--- src/rtl/hour_counter12_pkg.sv ---
package hour_counter12_pkg;
  localparam int DIGIT_W  = 4;
  localparam int BCD_MAX  = 9;
  localparam int HOUR_MAX = 12;
  localparam int HOUR_MIN = 1;
  localparam logic [DIGIT_W-1:0] TOP_UNITS = DIGIT_W'(HOUR_MAX % 10);
  localparam logic [DIGIT_W-1:0] TOP_TENS  = DIGIT_W'(HOUR_MAX / 10);
  localparam logic [DIGIT_W-1:0] MIN_UNITS = DIGIT_W'(HOUR_MIN);

  typedef struct packed {
    logic               unitsInc;
    logic               unitsLoad;
    logic [DIGIT_W-1:0] unitsLoadVal;
    logic               tensLoad;
    logic [DIGIT_W-1:0] tensLoadVal;
  } stageStrobes_t;
endpackage

--- src/rtl/hour_count_stage.sv ---
module hour_count_stage #(
  parameter int W = 4,
  parameter logic [W-1:0] RST_VAL = '0
) (
  input  logic         clk,
  input  logic         rstN,
  input  logic         incEn,
  input  logic         loadEn,
  input  logic [W-1:0] loadVal,
  output logic [W-1:0] q
);
  always_ff @(posedge clk or negedge rstN) begin
    if (!rstN)       q <= RST_VAL;
    else if (loadEn) q <= loadVal;
    else if (incEn)  q <= q + W'(1);
  end
endmodule

--- src/rtl/hour_count_ctrl.sv ---
module hour_count_ctrl
  import hour_counter12_pkg::*;
(
  input  logic               clk,
  input  logic               rstN,
  input  logic               countEn,
  input  logic [DIGIT_W-1:0] unitsVal,
  input  logic [DIGIT_W-1:0] tensVal,
  output stageStrobes_t      strobes,
  output logic               wrapPulse
);
  logic atNine, atTwelve, rollPoint;

  assign atNine    = (tensVal == '0) && (unitsVal == DIGIT_W'(BCD_MAX));
  assign atTwelve  = (tensVal == TOP_TENS) && (unitsVal == TOP_UNITS);
  assign rollPoint = atNine || atTwelve;

  always_comb begin
    strobes.unitsInc     = countEn && !rollPoint;
    strobes.unitsLoad    = countEn && rollPoint;
    strobes.unitsLoadVal = atTwelve ? MIN_UNITS : '0;
    strobes.tensLoad     = countEn && rollPoint;
    strobes.tensLoadVal  = atNine ? DIGIT_W'(1) : '0;
  end

  assign wrapPulse = countEn && atTwelve;

  // wrap never fires without enable
  assert_wrap_needs_en_R6: assert property (@(posedge clk) disable iff (!rstN)
    wrapPulse |-> countEn);
  // the units stage never gets both an increment and a load
  assert_one_strobe_R2: assert property (@(posedge clk) disable iff (!rstN)
    $onehot0({strobes.unitsInc, strobes.unitsLoad}));
endmodule

--- src/rtl/hour_count_datapath.sv ---
module hour_count_datapath
  import hour_counter12_pkg::*;
(
  input  logic               clk,
  input  logic               rstN,
  input  logic               countEn,
  input  stageStrobes_t      strobes,
  output logic [DIGIT_W-1:0] unitsQ,
  output logic [DIGIT_W-1:0] tensQ
);
  hour_count_stage #(.W(DIGIT_W), .RST_VAL(TOP_UNITS)) uUnits (
    .clk(clk), .rstN(rstN),
    .incEn(strobes.unitsInc), .loadEn(strobes.unitsLoad),
    .loadVal(strobes.unitsLoadVal), .q(unitsQ));

  hour_count_stage #(.W(DIGIT_W), .RST_VAL(TOP_TENS)) uTens (
    .clk(clk), .rstN(rstN),
    .incEn(1'b0), .loadEn(strobes.tensLoad),
    .loadVal(strobes.tensLoadVal), .q(tensQ));

  logic [DIGIT_W+3:0] hourVal;
  assign hourVal = (DIGIT_W+4)'(tensQ) * (DIGIT_W+4)'(10) + (DIGIT_W+4)'(unitsQ);

  // the hour value stays legal
  assert_legal_hour_R7: assert property (@(posedge clk) disable iff (!rstN)
    (unitsQ <= DIGIT_W'(BCD_MAX)) && (hourVal >= HOUR_MIN) && (hourVal <= HOUR_MAX));
  // a disabled edge leaves the state alone
  assert_hold_R5: assert property (@(posedge clk) disable iff (!rstN)
    !countEn |=> $stable(unitsQ) && $stable(tensQ));
  // 9 rolls to 10
  assert_nine_to_ten_R3: assert property (@(posedge clk) disable iff (!rstN)
    (countEn && hourVal == 9) |=> (unitsQ == '0) && (tensQ == DIGIT_W'(1)));
  // 12 rolls to 1
  assert_twelve_to_one_R4: assert property (@(posedge clk) disable iff (!rstN)
    (countEn && hourVal == HOUR_MAX) |=> (unitsQ == MIN_UNITS) && (tensQ == '0));
  // ordinary steps add one to the units
  assert_step_R2: assert property (@(posedge clk) disable iff (!rstN)
    (countEn && hourVal != 9 && hourVal != HOUR_MAX) |=>
      (unitsQ == $past(unitsQ) + DIGIT_W'(1)) && $stable(tensQ));
endmodule

--- src/rtl/hour_counter12.sv ---
module hour_counter12
  import hour_counter12_pkg::*;
(
  input  logic               clk,
  input  logic               rstN,
  input  logic               countEn,
  output logic [DIGIT_W-1:0] unitsBcd,
  output logic               tensOn,
  output logic               wrapPulse
);
  stageStrobes_t      strobes;
  logic [DIGIT_W-1:0] unitsQ, tensQ;

  hour_count_ctrl uCtrl (
    .clk(clk), .rstN(rstN), .countEn(countEn),
    .unitsVal(unitsQ), .tensVal(tensQ),
    .strobes(strobes), .wrapPulse(wrapPulse));

  hour_count_datapath uData (
    .clk(clk), .rstN(rstN), .countEn(countEn),
    .strobes(strobes), .unitsQ(unitsQ), .tensQ(tensQ));

  assign unitsBcd = unitsQ;
  assign tensOn   = tensQ[0];

  // the tens stage only ever holds 0 or 1
  assert_tens_single_bit_R1: assert property (@(posedge clk) disable iff (!rstN)
    tensQ[DIGIT_W-1:1] == '0);
endmodule

--- config.mk ---
export PLATFORM = sky130hd
export DESIGN_NAME = hour_counter12
export DESIGN_NICKNAME = d
export VERILOG_FILES = /design/src/rtl/hour_counter12_pkg.sv /design/src/rtl/hour_count_stage.sv /design/src/rtl/hour_count_ctrl.sv /design/src/rtl/hour_count_datapath.sv /design/src/rtl/hour_counter12.sv
export SDC_FILE = /design/constraint.sdc
export NUM_CORES = 1
export LEC_CHECK = 0
export ABC_AREA = 1
export BUFFER_PORTS_ARGS = -buffer_cell sky130_fd_sc_hd__buf_2
export CORE_AREA = 2 2 39 41
export DETAILED_ROUTE_END_ITERATION = 7
export DIE_AREA = 0 0 41 43
export PLACE_DENSITY_LB_ADDON = 0.2
export SYNTH_ARGS = -nofsm -noshare
export SYNTH_HDL_FRONTEND = slang
export SYNTH_SLANG_ARGS = --single-unit
--- constraint.sdc ---
create_clock -name clk -period 1.1 [get_ports clk]
set_clock_uncertainty 0.1 [all_clocks]
set_input_delay 0.22 -clock clk [delete_from_list [all_inputs] [get_ports clk]]
set_output_delay 0.22 -clock clk [all_outputs]
set_load 0.005 [all_outputs]
==> results of run 1 <==
## critical path: cells and delay by family, from the launching register on
kind | cells | cell delay (ns)
adder cells (fa/ha/maj) | 1 | 0.14
buffers and inverters | 2 | 0.17
AND/OR/NAND/NOR | 3 | 0.20
flip-flops | 1 | 0.55
## registers in the layout, summed over array words and instances, names as in the netlist
register,flops
uData.uUnits.q,4
uData.uTens.q,1
## cell usage in the layout, fill, tap and decap left out, types with 2 or more instances in the layout
cell type and count:
sky130_fd_sc_hd__inv_1 8, sky130_fd_sc_hd__dfrtp_1 3, sky130_fd_sc_hd__buf_4 5, sky130_fd_sc_hd__buf_6 10, sky130_fd_sc_hd__inv_2 2, sky130_fd_sc_hd__nand3_1 2
sky130_fd_sc_hd__nor2_1 5, sky130_fd_sc_hd__dfstp_2 2, sky130_fd_sc_hd__buf_2 4, sky130_fd_sc_hd__nand2_1 11, sky130_fd_sc_hd__nand3_2 2, sky130_fd_sc_hd__nand2_2 2
sky130_fd_sc_hd__clkbuf_4 3, sky130_fd_sc_hd__nor2_2 2
## through the flow
step	worst slack, ns	total power, µW	setup TNS, ns	std cells	area (µm²)
finish	-0.5184	1570	-2.857	87	593.1
CTS	-0.5055	1487	-2.596	86	565.5
floorplan	-0.1758	719.3	-0.7914	47	345.3
global route	-0.6052	1737	-3.549	87	593.1
global placement	-0.2843	1034	-1.287	78	457.9
detailed placement	-0.2923	1036	-1.291	78	457.9
## logic make-up after synthesis
family	synth area share, %
and+or+nand+nor	30.54
xor gates and xnor gates	2.672
adders and majority gates	11.45
AOI/OAI and AO/OA	4.963
buffers and inverters	11.45
DFF	38.93
## metal layers
metal  vias to the layer above  global-route usage [%]  wire [µm]
met2                         5                   18.75        443
met4                         0                       0          0
met1                       165                   13.36        393
met3                         0                   9.424         30
met5                         -                       0          0
li1                        194                       -          -
## power groups by stage
stage	registers [µW]	logic (µW)	clock network (µW)
floorplan	404	315	0
global placement	361	674	0
detailed placement	361	675	0
CTS	351	916	219
global route	367	1130	240
finish	353	1010	206
## path summary, 6_finish.rpt
check,startpoint,end,slack [ns],cells after the start
worst max-delay path,uData.uUnits.q[1]$_DFFE_PN1P_,wrapPulse,-0.52,6
worst min-delay path,rstN,uData.uUnits.q[0]$_DFFE_PN0P_,0.22,2
worst max register to register,uData.uTens.q[0]$_DFFE_PN1P_,uData.uUnits.q[3]$_DFFE_PN0P_,-0.33,9
worst min register to register,uData.uUnits.q[0]$_DFFE_PN0P_,uData.uUnits.q[0]$_DFFE_PN0P_,0.51,3
max in group asynchronous,rstN,uData.uTens.q[0]$_DFFE_PN1P_,0.47,2
min in group clk,countEn,uData.uUnits.q[0]$_DFFE_PN0P_,0.22,3
## repair_timing
| item | CTS | global route |
|---|---|---|
| gates resized for setup | 10 | 7 |
| buffers inserted | 3 | 1 |
| setup endpoints to repair | 11 | 11 |
| hold buffers | 1 | 0 |
| pin swaps | 0 | 3 |
| hold endpoints to repair | 5 | 0 |
## final cells by class
class / instances / area [µm²] / share of cell area, %
clock buffer: 4 / 26.28 / 4.430
inverter: 10 / 37.54 / 6.329
multi-input combinational: 32 / 201.4 / 33.97
sequential: 5 / 127.6 / 21.52
tap: 16 / 20.02 / 3.376
timing repair buffer: 20 / 180.2 / 30.38
==> flow_metrics.tcl, run 1 <==
set metrics [dict create \
    status "finished with violations" \
    violations "negative setup slack" \
    antenna_found_initial 0 \
    drive_gt1_share_pct 49.30 \
    post-route-drc-count 0 \
    global_route_wire_length_before_repair_mm 1.366 \
    wl_per_cell_um 9.977 \
    max_stage_delay_ns 0.55 \
    numClockSinks 5 \
    netSwitchingPower_uw 578.0 \
    cell_taking_the_most_area_after_synthesis "sky130_fd_sc_hd__dfrtp_1" \
    cellInternalPower_uw 992.4 \
    synth_edf_count 0 \
    max_freq_mhz 617.9 \
    mappedNetlistNets 53 \
    ant_nets_after_route 0 \
    core_box_area_um2 1384 \
    pwr-share-seq_pct 22.5 \
    gpl.final_weighted_congestion 0.7430 \
    netlist_top_cells_count "sky130_fd_sc_hd__nand2_1, sky130_fd_sc_hd__inv_1, sky130_fd_sc_hd__nor2_1" \
    clock_tree.buffer_depth 2 \
    fillerInstances 149 \
    ys_dominant_reg_cell "sky130_fd_sc_hd__dfrtp_1" \
    hold_path_class "primary input to asynchronous set/reset pin" \
    n_antenna_cell 0 \
    fraction_of_the_yosys_area_taken_by_sequential_cells_pct 38.93 \
    clock_tree_from_tritoncts "built" \
    power.density_cell_area_nw_per_um2 2648 \
    synth_cells 47 \
    max_slew.worst_pin.slew_ns 0.2730 \
    power.share.combinational_pct 64.4 \
    syn2layout_area_growth_pct 80.92 \
    die_h_um 43 \
    totalWireLength_um 868 \
    ctsRootBufferMaster "sky130_fd_sc_hd__clkbuf_4" \
    boundaryPins 9 \
    netlist.area_leader.share_pct 22.90 \
    cts_buffers 3 \
    port_buffer_cells 8 \
    synth.ff_latch_count 5 \
    grtUsageTotal_pct 12.00 \
    finalCritPeriodShare_pct 147.1 \
    worstPathRequired_ns 0.78 \
    dpl.hpwl_um 618.5 \
    p_leak_uw 0.0003105 \
    post_drt_via_cell_ratio 4.184 \
    slew_viol_final 0 \
    vdd_ir_drop_max_mv 0.9659 \
    number_of_global_route_vias_before_repair 353 \
    die_area_um2 1763 \
    crit_path_max_fanout 2 \
    drt_first_iter_violations 4 \
    clkTransAtPathRegs_ns 0.04 \
    synthMostInstantiatedCell "sky130_fd_sc_hd__nand2_1" \
    worstPathCellList "ha_4 -> nand2_2 -> inv_2 -> nand2_2 -> nor2_2 -> buf_2" \
    postSynth.asyncResetShare_pct 100.0 \
    crit_path_start_kind "flip-flop" \
    setup_ws_ns -0.5184 \
    final.hold.worst_slack_ns 0.2211 \
    cpMaxStageDelayCell "sky130_fd_sc_hd__dfstp_2" \
    most_repeated_library_cell_on_the_critical_path "sky130_fd_sc_hd__nand2_2" \
    num_rows 14 \
    ys.warnings.count 0 \
    syn_avg_cell_area_um2 6.975 \
    timing.final.setup_violations 11 \
    finish.utilization_pct 42.86 \
    nets 78 \
    h-tree-depth 1 \
    global_route.overflow_total 0 \
    unique_masters_post_synth 11 \
    critPathArrivalTime_ns 1.30 \
    fin_crit_ns 1.618 \
    criticalPathCategory "flip-flop to output pin" \
    start_util_pct 23.69 \
    clkLatencyLatePin_ns 0.23 \
    grt_start_max_net_pins 6 \
    swShare_pct 36.81 \
    rsz0062_at_grt "true" \
    drv.max_cap_violation_count 0 \
    chipWidth_um 41 \
    top_cells_by_area_in_the_synthesized_netlist "sky130_fd_sc_hd__dfrtp_1, sky130_fd_sc_hd__dfstp_2, sky130_fd_sc_hd__nand2_1" \
    hold_viol 0 \
    detail_route.first_pass.iterations 4 \
    worstSetupEndpointType "output pin" \
    syn-cell-area_um2 327.8 \
    dr_total_vias 364 \
    p_clk_share_pct 13.1 \
    maxSlewHeadroom_pct 81.80 \
]
Power figures use the tool's default switching activity.
==> inputs of run 2 (changes only) <==
RECOVER_POWER = 100   (was not set)
clock period = 1.4 ns   (was 1.1 ns; I/O delays follow)
==> flow_metrics.tcl, run 2 (synthesized netlist as in run 1, its figures left out) <==
set metrics [dict create \
    status "finished with violations" \
    violations "negative setup slack" \
    vdd_ir_drop_max_mv 0.9091 \
    core_box_area_um2 1384 \
    fin_crit_ns 1.674 \
    number_of_flip_flops_under_the_largest_register_name 4 \
    p_leak_uw 0.0003062 \
    dr_total_vias 367 \
    fillerInstances 153 \
    num_rows 14 \
    clkLatencyLatePin_ns 0.24 \
    grtUsageTotal_pct 9.818 \
    crit_path_start_kind "flip-flop" \
    drt_first_iter_violations 2 \
    hold_viol 0 \
    port_buffer_cells 8 \
    ant_nets_after_route 0 \
    gpl.final_weighted_congestion 0.7223 \
    power.density_cell_area_nw_per_um2 1997 \
    clock_tree_from_tritoncts "built" \
    post_drt_via_cell_ratio 4.170 \
    crit_path_max_fanout 2 \
    max_slew.worst_pin.slew_ns 0.2632 \
    timing.final.setup_violations 6 \
    nets 79 \
    grt_start_max_net_pins 6 \
    antenna_found_initial 0 \
    max_freq_mhz 597.3 \
    finalCritPeriodShare_pct 119.6 \
    number_of_global_route_vias_before_repair 292 \
    rsz0062_at_grt "true" \
    slew_viol_final 0 \
    finish.utilization_pct 42.41 \
    global_route_wire_length_before_repair_mm 1.152 \
    numClockSinks 5 \
    wl_per_cell_um 9.625 \
    global_route.overflow_total 0 \
    detail_route.first_pass.iterations 3 \
    clock_tree.buffer_depth 2 \
    critPathArrivalTime_ns 1.29 \
    chipWidth_um 41 \
    drv.max_cap_violation_count 0 \
    die_area_um2 1763 \
    clkTransAtPathRegs_ns 0.04 \
    totalWireLength_um 847 \
    drive_gt1_share_pct 50.00 \
    detailedPlace.worstSlack_ns -0.06491 \
    n_antenna_cell 0 \
    syn2layout_area_growth_pct 79.01 \
    layout_commonest_cell "sky130_fd_sc_hd__nand2_1" \
    h-tree-depth 1 \
    worstSetupEndpointType "output pin" \
    hold_path_class "primary input to flip-flop" \
    worstPathRequired_ns 1.02 \
    ctsRootBufferMaster "sky130_fd_sc_hd__clkbuf_4" \
    dpl.hpwl_um 612.2 \
    largest_registers "uData.uUnits.q x4, uData.uTens.q x1" \
    top_register "uData.uUnits.q" \
    maxSlewHeadroom_pct 82.45 \
    cts_buffers 3 \
    post-route-drc-count 0 \
    criticalPathCategory "flip-flop to output pin" \
    die_h_um 43 \
    top_library_cells_by_usage_in_the_layout_fill_and_taps_aside "sky130_fd_sc_hd__nand2_1, sky130_fd_sc_hd__buf_4, sky130_fd_sc_hd__inv_1, sky130_fd_sc_hd__nor2_1, sky130_fd_sc_hd__buf_2" \
    start_util_pct 23.69 \
    setup_ws_ns -0.2743 \
    boundaryPins 9 \
]
[run 2: area by class of cell]
cell class	count	area (µm²)	share of cell area, %
clock buffer	4	26.28	4.478
inverter	10	37.54	6.397
multi-input combinational	32	229.0	39.02
sequential	5	127.6	21.75
tap	16	20.02	3.412
timing repair buffer	21	146.4	24.95
[run 2: what timing repair did]
action	CTS	global route
setup endpoints to repair	2	6
hold buffers	1	0
setup buffers	1	3
gates resized for setup	3	14
pin swaps	1	8
hold endpoints to repair	5	0
[run 2: path summary, 6_finish.rpt]
path                       depth (start not counted)                            end                     startpoint  slack [ns]
setup / recovery                                   6                      wrapPulse  uData.uUnits.q[1]$_DFFE_PN1P_       -0.27
hold / removal                                     4  uData.uUnits.q[2]$_DFFE_PN0P_                        countEn        0.29
setup reg to reg                                   7  uData.uUnits.q[0]$_DFFE_PN0P_  uData.uUnits.q[1]$_DFFE_PN1P_       -0.04
hold reg to reg                                    3  uData.uUnits.q[0]$_DFFE_PN0P_  uData.uUnits.q[0]$_DFFE_PN0P_        0.50
max in group asynchronous                          2  uData.uUnits.q[1]$_DFFE_PN1P_                           rstN        0.61
min in group asynchronous                          2  uData.uUnits.q[3]$_DFFE_PN0P_                           rstN        0.32
[run 2: per-stage QoR]
step           area (µm²)  cells  hold WS (ns)  total power (µW)  setup TNS, ns
5_1_grt             586.8     88        0.3067              1282        -0.8486
6_report            586.8     88        0.2873              1172        -0.4580
3_3_place_gp        447.9     79     -0.003385             790.8       -0.06354
4_1_cts             509.2     85        0.2630              1006        -0.3751
3_5_place_dp        447.9     79     -0.002620             793.4       -0.08216
2_1_floorplan       327.8     47       -0.1156             538.1              0
[run 2: power by group]
part           internal [µW]  switching [µW]  leakage (µW)
clock                    107            54.2     0.0000150
combinational            374             368      0.000233
sequential               228            38.9     0.0000582
total                    710             462      0.000306
[run 2: metal layers]
metal	vias to the layer above	track usage (%)	part of all wire (%)
met5	-	0	0
met4	0	0	0
met3	0	6.283	4.6
met2	7	15.00	50
met1	168	12.21	46
li1	192	-	-
[run 2: critical path, cell delays in order (launching register included)]
cell and delay, ns:
sky130_fd_sc_hd__dfstp_2 0.55, sky130_fd_sc_hd__ha_4 0.14, sky130_fd_sc_hd__nand2_2 0.04, sky130_fd_sc_hd__inv_2 0.04, sky130_fd_sc_hd__nand2_1 0.04, sky130_fd_sc_hd__nor2_1 0.11, sky130_fd_sc_hd__buf_2 0.13
